**config.mk**
```make
export PLATFORM = sky130hd
export DESIGN_NAME = cal_clock_regs
export DESIGN_NICKNAME = d
export VERILOG_FILES = /design/src/rtl/cal_clock_regs.sv
export SDC_FILE = /design/constraint.sdc
export NUM_CORES = 1
export LEC_CHECK = 0
export ABC_CLOCK_PERIOD_IN_PS = 2700
export BUFFER_PORTS_ARGS = -buffer_cell sky130_fd_sc_hd__buf_2
export CAP_MARGIN = 5
export CORE_ASPECT_RATIO = 1.1
export CORE_UTILIZATION = 50
export CTS_BUF_LIST = sky130_fd_sc_hd__clkbuf_4 sky130_fd_sc_hd__clkbuf_8 sky130_fd_sc_hd__clkbuf_16
export DETAILED_ROUTE_END_ITERATION = 10
export PLACE_DENSITY = 0.76
export SLEW_MARGIN = 5
export SYNTH_ARGS = -nofsm -noshare
export SYNTH_HDL_FRONTEND = slang
export SYNTH_SLANG_ARGS = --single-unit
export TNS_END_PERCENT = 1
```
**constraint.sdc**
```tcl
create_clock -name clk -period 2.7 [get_ports clk]
set_input_delay 0.135 -clock clk [delete_from_list [all_inputs] [get_ports clk]]
set_output_delay 0.135 -clock clk [all_outputs]
set_load 0.01 [all_outputs]
```
**src/rtl/cal_clock_regs.sv**
```systemverilog
module cal_clock_regs #(
  parameter int COMMIT_TICKS = 2
) (
  input  logic        clk,
  input  logic        rst_n,
  input  logic        slow_en,
  input  logic        sec_tick,
  input  logic        wr_en,
  input  logic [1:0]  addr,
  input  logic [31:0] wdata,
  output logic [31:0] rdata
);
  localparam int CW = $clog2(COMMIT_TICKS + 1);
  localparam logic [1:0] A_CTRL = 2'd0, A_TIME = 2'd1, A_DATE = 2'd2;

  logic [5:0] sec, min, yr;
  logic [4:0] hr, day;
  logic [3:0] mon;
  logic       leap;
  logic [20:0] pend_t;
  logic [22:0] pend_d;
  logic [CW-1:0] cnt_t, cnt_d;

  logic busy_t, busy_d, wr_t, wr_d, commit_t, commit_d;
  assign busy_t   = cnt_t != '0;
  assign busy_d   = cnt_d != '0;
  assign wr_t     = wr_en && addr == A_TIME && !busy_t;
  assign wr_d     = wr_en && addr == A_DATE && !busy_d;
  assign commit_t = slow_en && cnt_t == CW'(1);
  assign commit_d = slow_en && cnt_d == CW'(1);

  logic unused_wdata;
  assign unused_wdata = &{1'b0, wdata[31:23], wdata[15:14], wdata[7:6], ^pend_d[15:12], ^pend_d[7:5], ^pend_t[15:14], ^pend_t[7:6]};

  logic sec_w, min_w, hr_w, day_end;
  assign sec_w   = sec == 6'd59;
  assign min_w   = min == 6'd59;
  assign hr_w    = hr == 5'd23;
  assign day_end = sec_tick && sec_w && min_w && hr_w;

  logic [4:0] last_day;
  always_comb begin
    case (mon)
      4'd2:                      last_day = leap ? 5'd29 : 5'd28;
      4'd4, 4'd6, 4'd9, 4'd11:   last_day = 5'd30;
      default:                   last_day = 5'd31;
    endcase
  end

  logic [5:0] yr_inc;
  assign yr_inc = yr + 6'd1;

  always_ff @(posedge clk or negedge rst_n) begin
    if (!rst_n) begin
      cnt_t <= '0;
      cnt_d <= '0;
      pend_t <= '0;
      pend_d <= '0;
    end else begin
      if (wr_t) begin
        cnt_t  <= CW'(COMMIT_TICKS);
        pend_t <= wdata[20:0];
      end else if (slow_en && busy_t) cnt_t <= cnt_t - CW'(1);
      if (wr_d) begin
        cnt_d  <= CW'(COMMIT_TICKS);
        pend_d <= wdata[22:0];
      end else if (slow_en && busy_d) cnt_d <= cnt_d - CW'(1);
    end
  end

  always_ff @(posedge clk or negedge rst_n) begin
    if (!rst_n) begin
      sec <= '0; min <= '0; hr <= '0;
    end else if (commit_t) begin
      sec <= pend_t[5:0];
      min <= pend_t[13:8];
      hr  <= pend_t[20:16];
    end else if (sec_tick) begin
      sec <= sec_w ? 6'd0 : sec + 6'd1;
      if (sec_w) begin
        min <= min_w ? 6'd0 : min + 6'd1;
        if (min_w) hr <= hr_w ? 5'd0 : hr + 5'd1;
      end
    end
  end

  always_ff @(posedge clk or negedge rst_n) begin
    if (!rst_n) begin
      day <= 5'd1; mon <= 4'd1; yr <= '0; leap <= 1'b0;
    end else if (commit_d) begin
      day  <= pend_d[4:0];
      mon  <= pend_d[11:8];
      yr   <= pend_d[21:16];
      leap <= pend_d[22];
    end else if (day_end) begin
      if (day >= last_day) begin
        day <= 5'd1;
        if (mon >= 4'd12) begin
          mon  <= 4'd1;
          yr   <= yr_inc;
          leap <= yr_inc[1:0] == 2'd2;
        end else mon <= mon + 4'd1;
      end else day <= day + 5'd1;
    end
  end

  always_comb begin
    case (addr)
      A_CTRL:  rdata = {22'd0, 1'b0, busy_t, busy_d, 7'd0};
      A_TIME:  rdata = {11'd0, hr, 2'd0, min, 2'd0, sec};
      A_DATE:  rdata = {9'd0, leap, yr, 4'd0, mon, 3'd0, day};
      default: rdata = '0;
    endcase
  end

  assert_time_busy_set_R6: assert property (@(posedge clk) disable iff (!rst_n)
    (wr_en && addr == A_TIME && !busy_t) |=> busy_t);
  assert_time_busy_clear_R6: assert property (@(posedge clk) disable iff (!rst_n)
    $fell(busy_t) |-> $past(slow_en));
  assert_date_busy_set_R7: assert property (@(posedge clk) disable iff (!rst_n)
    (wr_en && addr == A_DATE && !busy_d) |=> busy_d);
  assert_sec_wrap_R2: assert property (@(posedge clk) disable iff (!rst_n)
    (sec_tick && !commit_t && sec_w) |=> sec == 6'd0);
  assert_day_wrap_R3: assert property (@(posedge clk) disable iff (!rst_n)
    (day_end && !commit_d && day == last_day) |=> day == 5'd1);
endmodule

```
==> results.sh, run 1 <==
export IMPL_cts_tree="yes"
export IMPL_p_leak_nw=2.06
export IMPL_start_kind="flip-flop"
export IMPL_min_path_type="input pin to flip-flop"
export IMPL_p_switching_mw=1.56
export IMPL_yosysSeqAreaShare_pct=45.6
export IMPL_htreeDepth=3
export IMPL_hpwl_um=5710
export IMPL_grt_max_degree=37
export IMPL_antenna_cells=0
export IMPL_synthArstFlopShare_pct=100
export IMPL_die_x_um=85.6
export IMPL_grtUsageTotal_pct=22.3
export IMPL_wl_um=8290
export IMPL_synth_edf_count=0
export IMPL_power_density_nw_per_um2=1030
export IMPL_path_clk_slew_ns=0.07
export IMPL_p_int_mw=3.00
export IMPL_max_slew_margin_pct=45.2
export IMPL_finalHoldViolations=0
export IMPL_wl_per_cell_um=15.2
export IMPL_initial_utilization_pct=51.5
export IMPL_cts_sinks=70
export IMPL_outcome="completed"
export IMPL_root_buffer="clkbuf_8"
export IMPL_criticalPathCategory="flip-flop to flip-flop"
export IMPL_setup_viol=0
export IMPL_avgSynthCellArea_um2=9.92
export IMPL_die_area_um2=8050
export IMPL_firstDrtPassIters=4
export IMPL_fin_util_pct=59.5
export IMPL_clock_latency_ns=0.35
export IMPL_placed_cells=525
export IMPL_antenna_found_initial=0
export IMPL_cts_buffers=9
export IMPL_timing_final_crit_share_pct=93.5
export IMPL_vias=3027
export IMPL_crit_required_ns=2.96
export IMPL_cp_arrival_ns=2.79
export IMPL_p_sw_share_pct=34.2
export IMPL_instances_no_fill=546
export IMPL_critPathMaxFanout=8
export IMPL_irDropWorstVdd_v=0.000370
export IMPL_clk_path_buf_depth=2
export IMPL_grt_pass1_vias=2843
export IMPL_syn_cell_area_um2=3850
export IMPL_drcViolationCount=0
export IMPL_final_cell_mix="dfrtp_1 (68), buf_2 (45), nand2_1 (43), mux2_2 (34), o21ai_0 (28)"
export IMPL_ys_ff_latch=70
export IMPL_fin_skew_ns=0.00884
export IMPL_n_fill_cell=621
export IMPL_worst_pin_slew_ns=0.821
export IMPL_pin_count=71
export IMPL_gr_total_overflow=0
export IMPL_route_antenna_remaining_nets=0
export IMPL_synth_distinct_cells=48
export IMPL_areaGrowthSynthToFinish_pct=15.5
export IMPL_period_needed_ns=2.53
export IMPL_synth_top_flop_cell="dfrtp_1"
export IMPL_io_buffers=45
export IMPL_coreArea_um2=7470
export IMPL_max_freq_mhz=396
export IMPL_synth_cells=388
export IMPL_end_kind="flip-flop"
export IMPL_final_max_slew_viol_count=0
export IMPL_drive_gt1_share_pct=25.4
export IMPL_p_seq_share_pct=44.4
export IMPL_final_nets=491
export IMPL_viasPerCell=5.54
export IMPL_die_h_um=94
export IMPL_maxCapViolations=0
export IMPL_final_common_cell="dfrtp_1"
export IMPL_grt_pass1_wl_um=13700
export IMPL_drt_iter0_drc=174
export IMPL_rows=33
export IMPL_p_clk_share_pct=24.8
export IMPL_synth_warnings=0
export IMPL_gp_congestion=0.878
export IMPL_power_frac_comb_pct=30.8
[cells by family (layout without fill, tap and decap cells)]
family,after synthesis,count (layout),share of synthesized area [%]
AND/OR/NAND/NOR,137,137,18.6
AO/OA/AOI/OAI,83,83,13.6
flip-flops,70,70,45.6
buffers and inverters,42,84,5.72
multiplexers,37,37,10.7
adder cells (fa/ha/maj),16,16,5.20
XOR/XNOR,2,2,0.455
other,1,12,0.0975
[path summary, 6_finish.rpt]
kind | from | end | slack, ns | cells past startpoint
max in group asynchronous | rst_n | mon[0]$_DFFE_PN1P_ | 1.55 | 3
max | mon[0]$_DFFE_PN1P_ | yr[2]$_DFFE_PN0P_ | 0.17 | 12
min reg2reg | pend_t[11]$_DFFE_PN0P_ | min[3]$_DFFE_PN0P_ | 0.48 | 2
min in group asynchronous | rst_n | pend_t[12]$_DFFE_PN0P_ | 0.41 | 2
min | wdata[22] | pend_d[22]$_DFFE_PN0P_ | 0.02 | 2
max reg2reg | mon[0]$_DFFE_PN1P_ | yr[2]$_DFFE_PN0P_ | 0.17 | 12
[layer usage]
layer  up-vias  track usage, %  wire length [µm]
li1       1466               -                 -
met1      1464            28.9              3730
met2        78            36.1              4060
met3        19            3.25               296
met4         0            11.8               201
met5         -               0                 0
[critical path: stages (launching register included)]
cell and delay [ns]:
dfstp_2 0.59, buf_4 0.12, ha_1 0.13, nor2_1 0.03, o21ai_0 0.13, o21ai_1 0.08
ha_1 0.27, nand2b_1 0.10, a21o_1 0.19, nand4_4 0.17, buf_6 0.17, or3_1 0.30
a31oi_1 0.16
[area by class of cell]
class | instances | area (µm²) | area share [%]
timing repair buffer | 56 | 327 | 7.35
tap | 105 | 131 | 2.96
inverter | 12 | 45.0 | 1.01
sequential | 70 | 1750 | 39.5
clock inverter | 6 | 133 | 2.98
multi-input combinational | 287 | 1920 | 43.1
clock buffer | 10 | 138 | 3.10
[state kept, by name (all words and copies together) (netlist names)]
signal  flops
leap        1
pend_t     17
cnt_t       2
cnt_d       2
min         6
day         5
hr          5
yr          6
sec         6
pend_d     16
mon         4
[stage by stage]
stage | power, mW | hold slack, ns | cell area, µm² | TNS [ns] | worst slack (ns)
3_5_place_dp | 3.42 | 0.283 | 4130 | 0 | 0.0653
3_3_place_gp | 3.33 | 0.274 | 4130 | 0 | 0.116
5_1_grt | 4.89 | 0.0161 | 4440 | -0.0170 | -0.00951
2_1_floorplan | 2.97 | -0.161 | 3890 | 0 | 0.131
6_report | 4.56 | 0.0154 | 4440 | 0 | 0.174
4_1_cts | 4.56 | 0.00599 | 4410 | 0 | 0.0423
[Yosys cell counts (12+ instances only)]
cell type  instances  area share, %
dfrtp_1           68             44
nand2_1           43            4.2
mux2_2            34             10
o21ai_0           29            3.8
nor2_1            26            2.5
a31oi_1           18            2.9
ha_1              16            5.2
clkbuf_1          14            1.4
a22o_1            13            3.0
and2_1            12            2.0
buf_4             12            2.3
inv_1             12            1.2
nand3_1           12            1.6
[power groups by stage]
stage               clock network [mW]  registers (mW)  logic [mW]
detailed placement                   0            2.03        1.39
finish                            1.13            2.03        1.40
floorplan                            0            1.86        1.11
global route                      1.19            2.10        1.61
CTS                               1.15            2.02        1.40
global placement                     0            2.00        1.33
[timing repair]
item / in CTS / in global routing
hold buffers: 1 / 0
endpoints found under the hold margin: 34 / 0
setup endpoints to repair: 0 / 9
gates resized for setup: 0 / 5
buffers inserted: 0 / 4
No activity file was read; power rests on OpenSTA's default activity.
==> run 2: changes to the inputs <==
- CORE_MARGIN: unset -> 4
==> run 2 against run 1 <==
Compared with the run above:
- clock-buffer cell count up 3
- largest power group unchanged
- clock skew about the same
- register-to-register slack lost 0.02 ns
- sequential power about the same
==> results.sh, run 2 (synthesis results as in run 1) <==
export IMPL_outcome="completed"
export IMPL_n_fill_cell=652
export IMPL_worstHoldStart="wdata[12]"
export IMPL_slowest_delay_ns=0.55
export IMPL_start_kind="flip-flop"
export IMPL_vias=3001
export IMPL_final_max_slew_viol_count=0
export IMPL_grtUsageTotal_pct=19.3
export IMPL_io_buffers=45
export IMPL_cp_arrival_ns=2.81
export IMPL_max_freq_mhz=393
export IMPL_grt_pass1_wl_um=14100
export IMPL_final_cell_mix="dfrtp_1 (68), buf_2 (45), nand2_1 (43), mux2_2 (34), o21ai_0 (28)"
export IMPL_crit_required_ns=2.96
export IMPL_maxCapViolations=0
export IMPL_wl_um=8280
export IMPL_hpwl_um=5940
export IMPL_route_antenna_remaining_nets=0
export IMPL_crit_start="mon[0]$_DFFE_PN1P_"
export IMPL_whs_path_depth=2
export IMPL_crit_slowest_cell="dfstp_2"
export IMPL_gr_total_overflow=0
export IMPL_r2r_slack_ns=0.15
export IMPL_criticalPathCategory="flip-flop to flip-flop"
export IMPL_coreArea_um2=7470
export IMPL_min_to="pend_t[12]$_DFFE_PN0P_"
export IMPL_firstDrtPassIters=4
export IMPL_rows=33
export IMPL_end_kind="flip-flop"
export IMPL_cts_buffers=9
export IMPL_placed_cells=527
export IMPL_path_clk_slew_ns=0.07
export IMPL_clock_latency_ns=0.34
export IMPL_max_slew_margin_pct=44.6
export IMPL_initial_utilization_pct=51.5
export IMPL_setup_viol=0
export IMPL_drive_gt1_share_pct=25.0
export IMPL_fin_skew_ns=0.00835
export IMPL_timing_final_crit_share_pct=94.3
export IMPL_largest_register="pend_t"
export IMPL_die_h_um=100
export IMPL_r2r_start="mon[0]$_DFFE_PN1P_"
export IMPL_crit_family="compound AO/OA/AOI/OAI gates"
export IMPL_wl_per_cell_um=15.2
export IMPL_antenna_cells=0
export IMPL_pin_count=71
export IMPL_viasPerCell=5.51
export IMPL_htreeDepth=3
export IMPL_seqCellArea_um2=1750
export IMPL_antenna_found_initial=0
export IMPL_grt_pass1_vias=2987
export IMPL_instances_no_fill=545
export IMPL_top_regs="pend_t (17), pend_d (16)"
export IMPL_clk_path_buf_depth=2
export IMPL_tns_ns=0
export IMPL_multi_input_area_um2=1920
export IMPL_largest_reg_flops=17
export IMPL_critPathBufInv=2
export IMPL_rsz0062_at_grt="no"
export IMPL_die_x_um=91.6
export IMPL_power_density_nw_per_um2=989
export IMPL_cts_tree="yes"
export IMPL_cts_sinks=70
export IMPL_areaGrowthSynthToFinish_pct=13.9
export IMPL_irDropWorstVdd_v=0.000454
export IMPL_min_path_type="input pin to flip-flop"
export IMPL_crit_chain="inv_1, ha_1, o21ai_0, o21ai_0, o21ai_1, ha_1, nand2b_1, a21o_1, nand4_4, buf_4, or3_1, a31oi_1"
export IMPL_grt_max_degree=37
export IMPL_worst_pin_slew_ns=0.831
export IMPL_final_common_cell="dfrtp_1"
export IMPL_p_leak_nw=2.04
export IMPL_drcViolationCount=0
export IMPL_drt_iter0_drc=211
export IMPL_gp_congestion=0.905
export IMPL_rr_worst_depth=12
export IMPL_critPathMaxFanout=7
export IMPL_final_nets=490
export IMPL_period_needed_ns=2.55
export IMPL_r2r_end="yr[2]$_DFFE_PN0P_"
export IMPL_root_buffer="clkbuf_8"
export IMPL_die_area_um2=9160
export IMPL_finalHoldViolations=0
export IMPL_power_mw=4.33
-- run 2: changes by cell type in the layout (fill, tap and decap cells not counted), sizes merged --
cell	before	now
bufinv	4	1
clkbuf	10	13
buf	55	54
clkinv	1	2
clkinvlp	1	0
-- run 2: layout make-up --
type / instances / area share [%]
repair buffers: 55 / 7.20
flip-flops and latches: 70 / 40.0
multi-input cells: 287 / 43.7
clock inverters: 3 / 0.914
clock buffers: 13 / 4.08
inverters: 12 / 1.03
well taps: 105 / 3.00
-- run 2: worst max path at each step --
stage | endpoint | slack [ns] | cells after the start
floorplan | mon[3]$_DFFE_PN0P_ | 0.13 | 12
global placement | mon[3]$_DFFE_PN0P_ | 0.12 | 11
detailed placement | mon[3]$_DFFE_PN0P_ | 0.06 | 11
CTS | mon[0]$_DFFE_PN1P_ | 0.04 | 11
global route | yr[2]$_DFFE_PN0P_ | 0.005 | 12
finish | yr[2]$_DFFE_PN0P_ | 0.15 | 12
-- run 2: power breakdown --
part,switching (mW),internal [mW]
logic,0.699,0.709
clock network,0.378,0.525
registers,0.460,1.56
total,1.54,2.80
-- run 2: timing repair --
action                                  CTS  global route
buffers inserted                          0             1
gates resized for setup                   0             3
hold buffers                              1             0
endpoints found under the setup margin    0             7
hold endpoints to repair                 33             0
-- run 2: per-layer routing --
layer | wire (µm) | share of wire, % | vias up | global-route usage [%]
met3 | 376 | 4.5 | 11 | 3.00
met5 | 0 | 0 | - | 0
met1 | 3720 | 45 | 1458 | 24.1
li1 | - | - | 1459 | -
met2 | 4070 | 49 | 73 | 33.4
met4 | 112 | 1.4 | 0 | 7.77
-- run 2: metrics by stage --
step | setup slack (ns) | util, % | hold slack, ns | instance area, µm²
finish | 0.155 | 58.6 | 0.0202 | 4380
global route | 0.00481 | 58.6 | 0.0184 | 4380
CTS | 0.0353 | 58.5 | 0.00853 | 4370
detailed placement | 0.0582 | 55.4 | 0.282 | 4140
global placement | 0.119 | 55.4 | 0.266 | 4140
floorplan | 0.131 | - | -0.161 | 3890
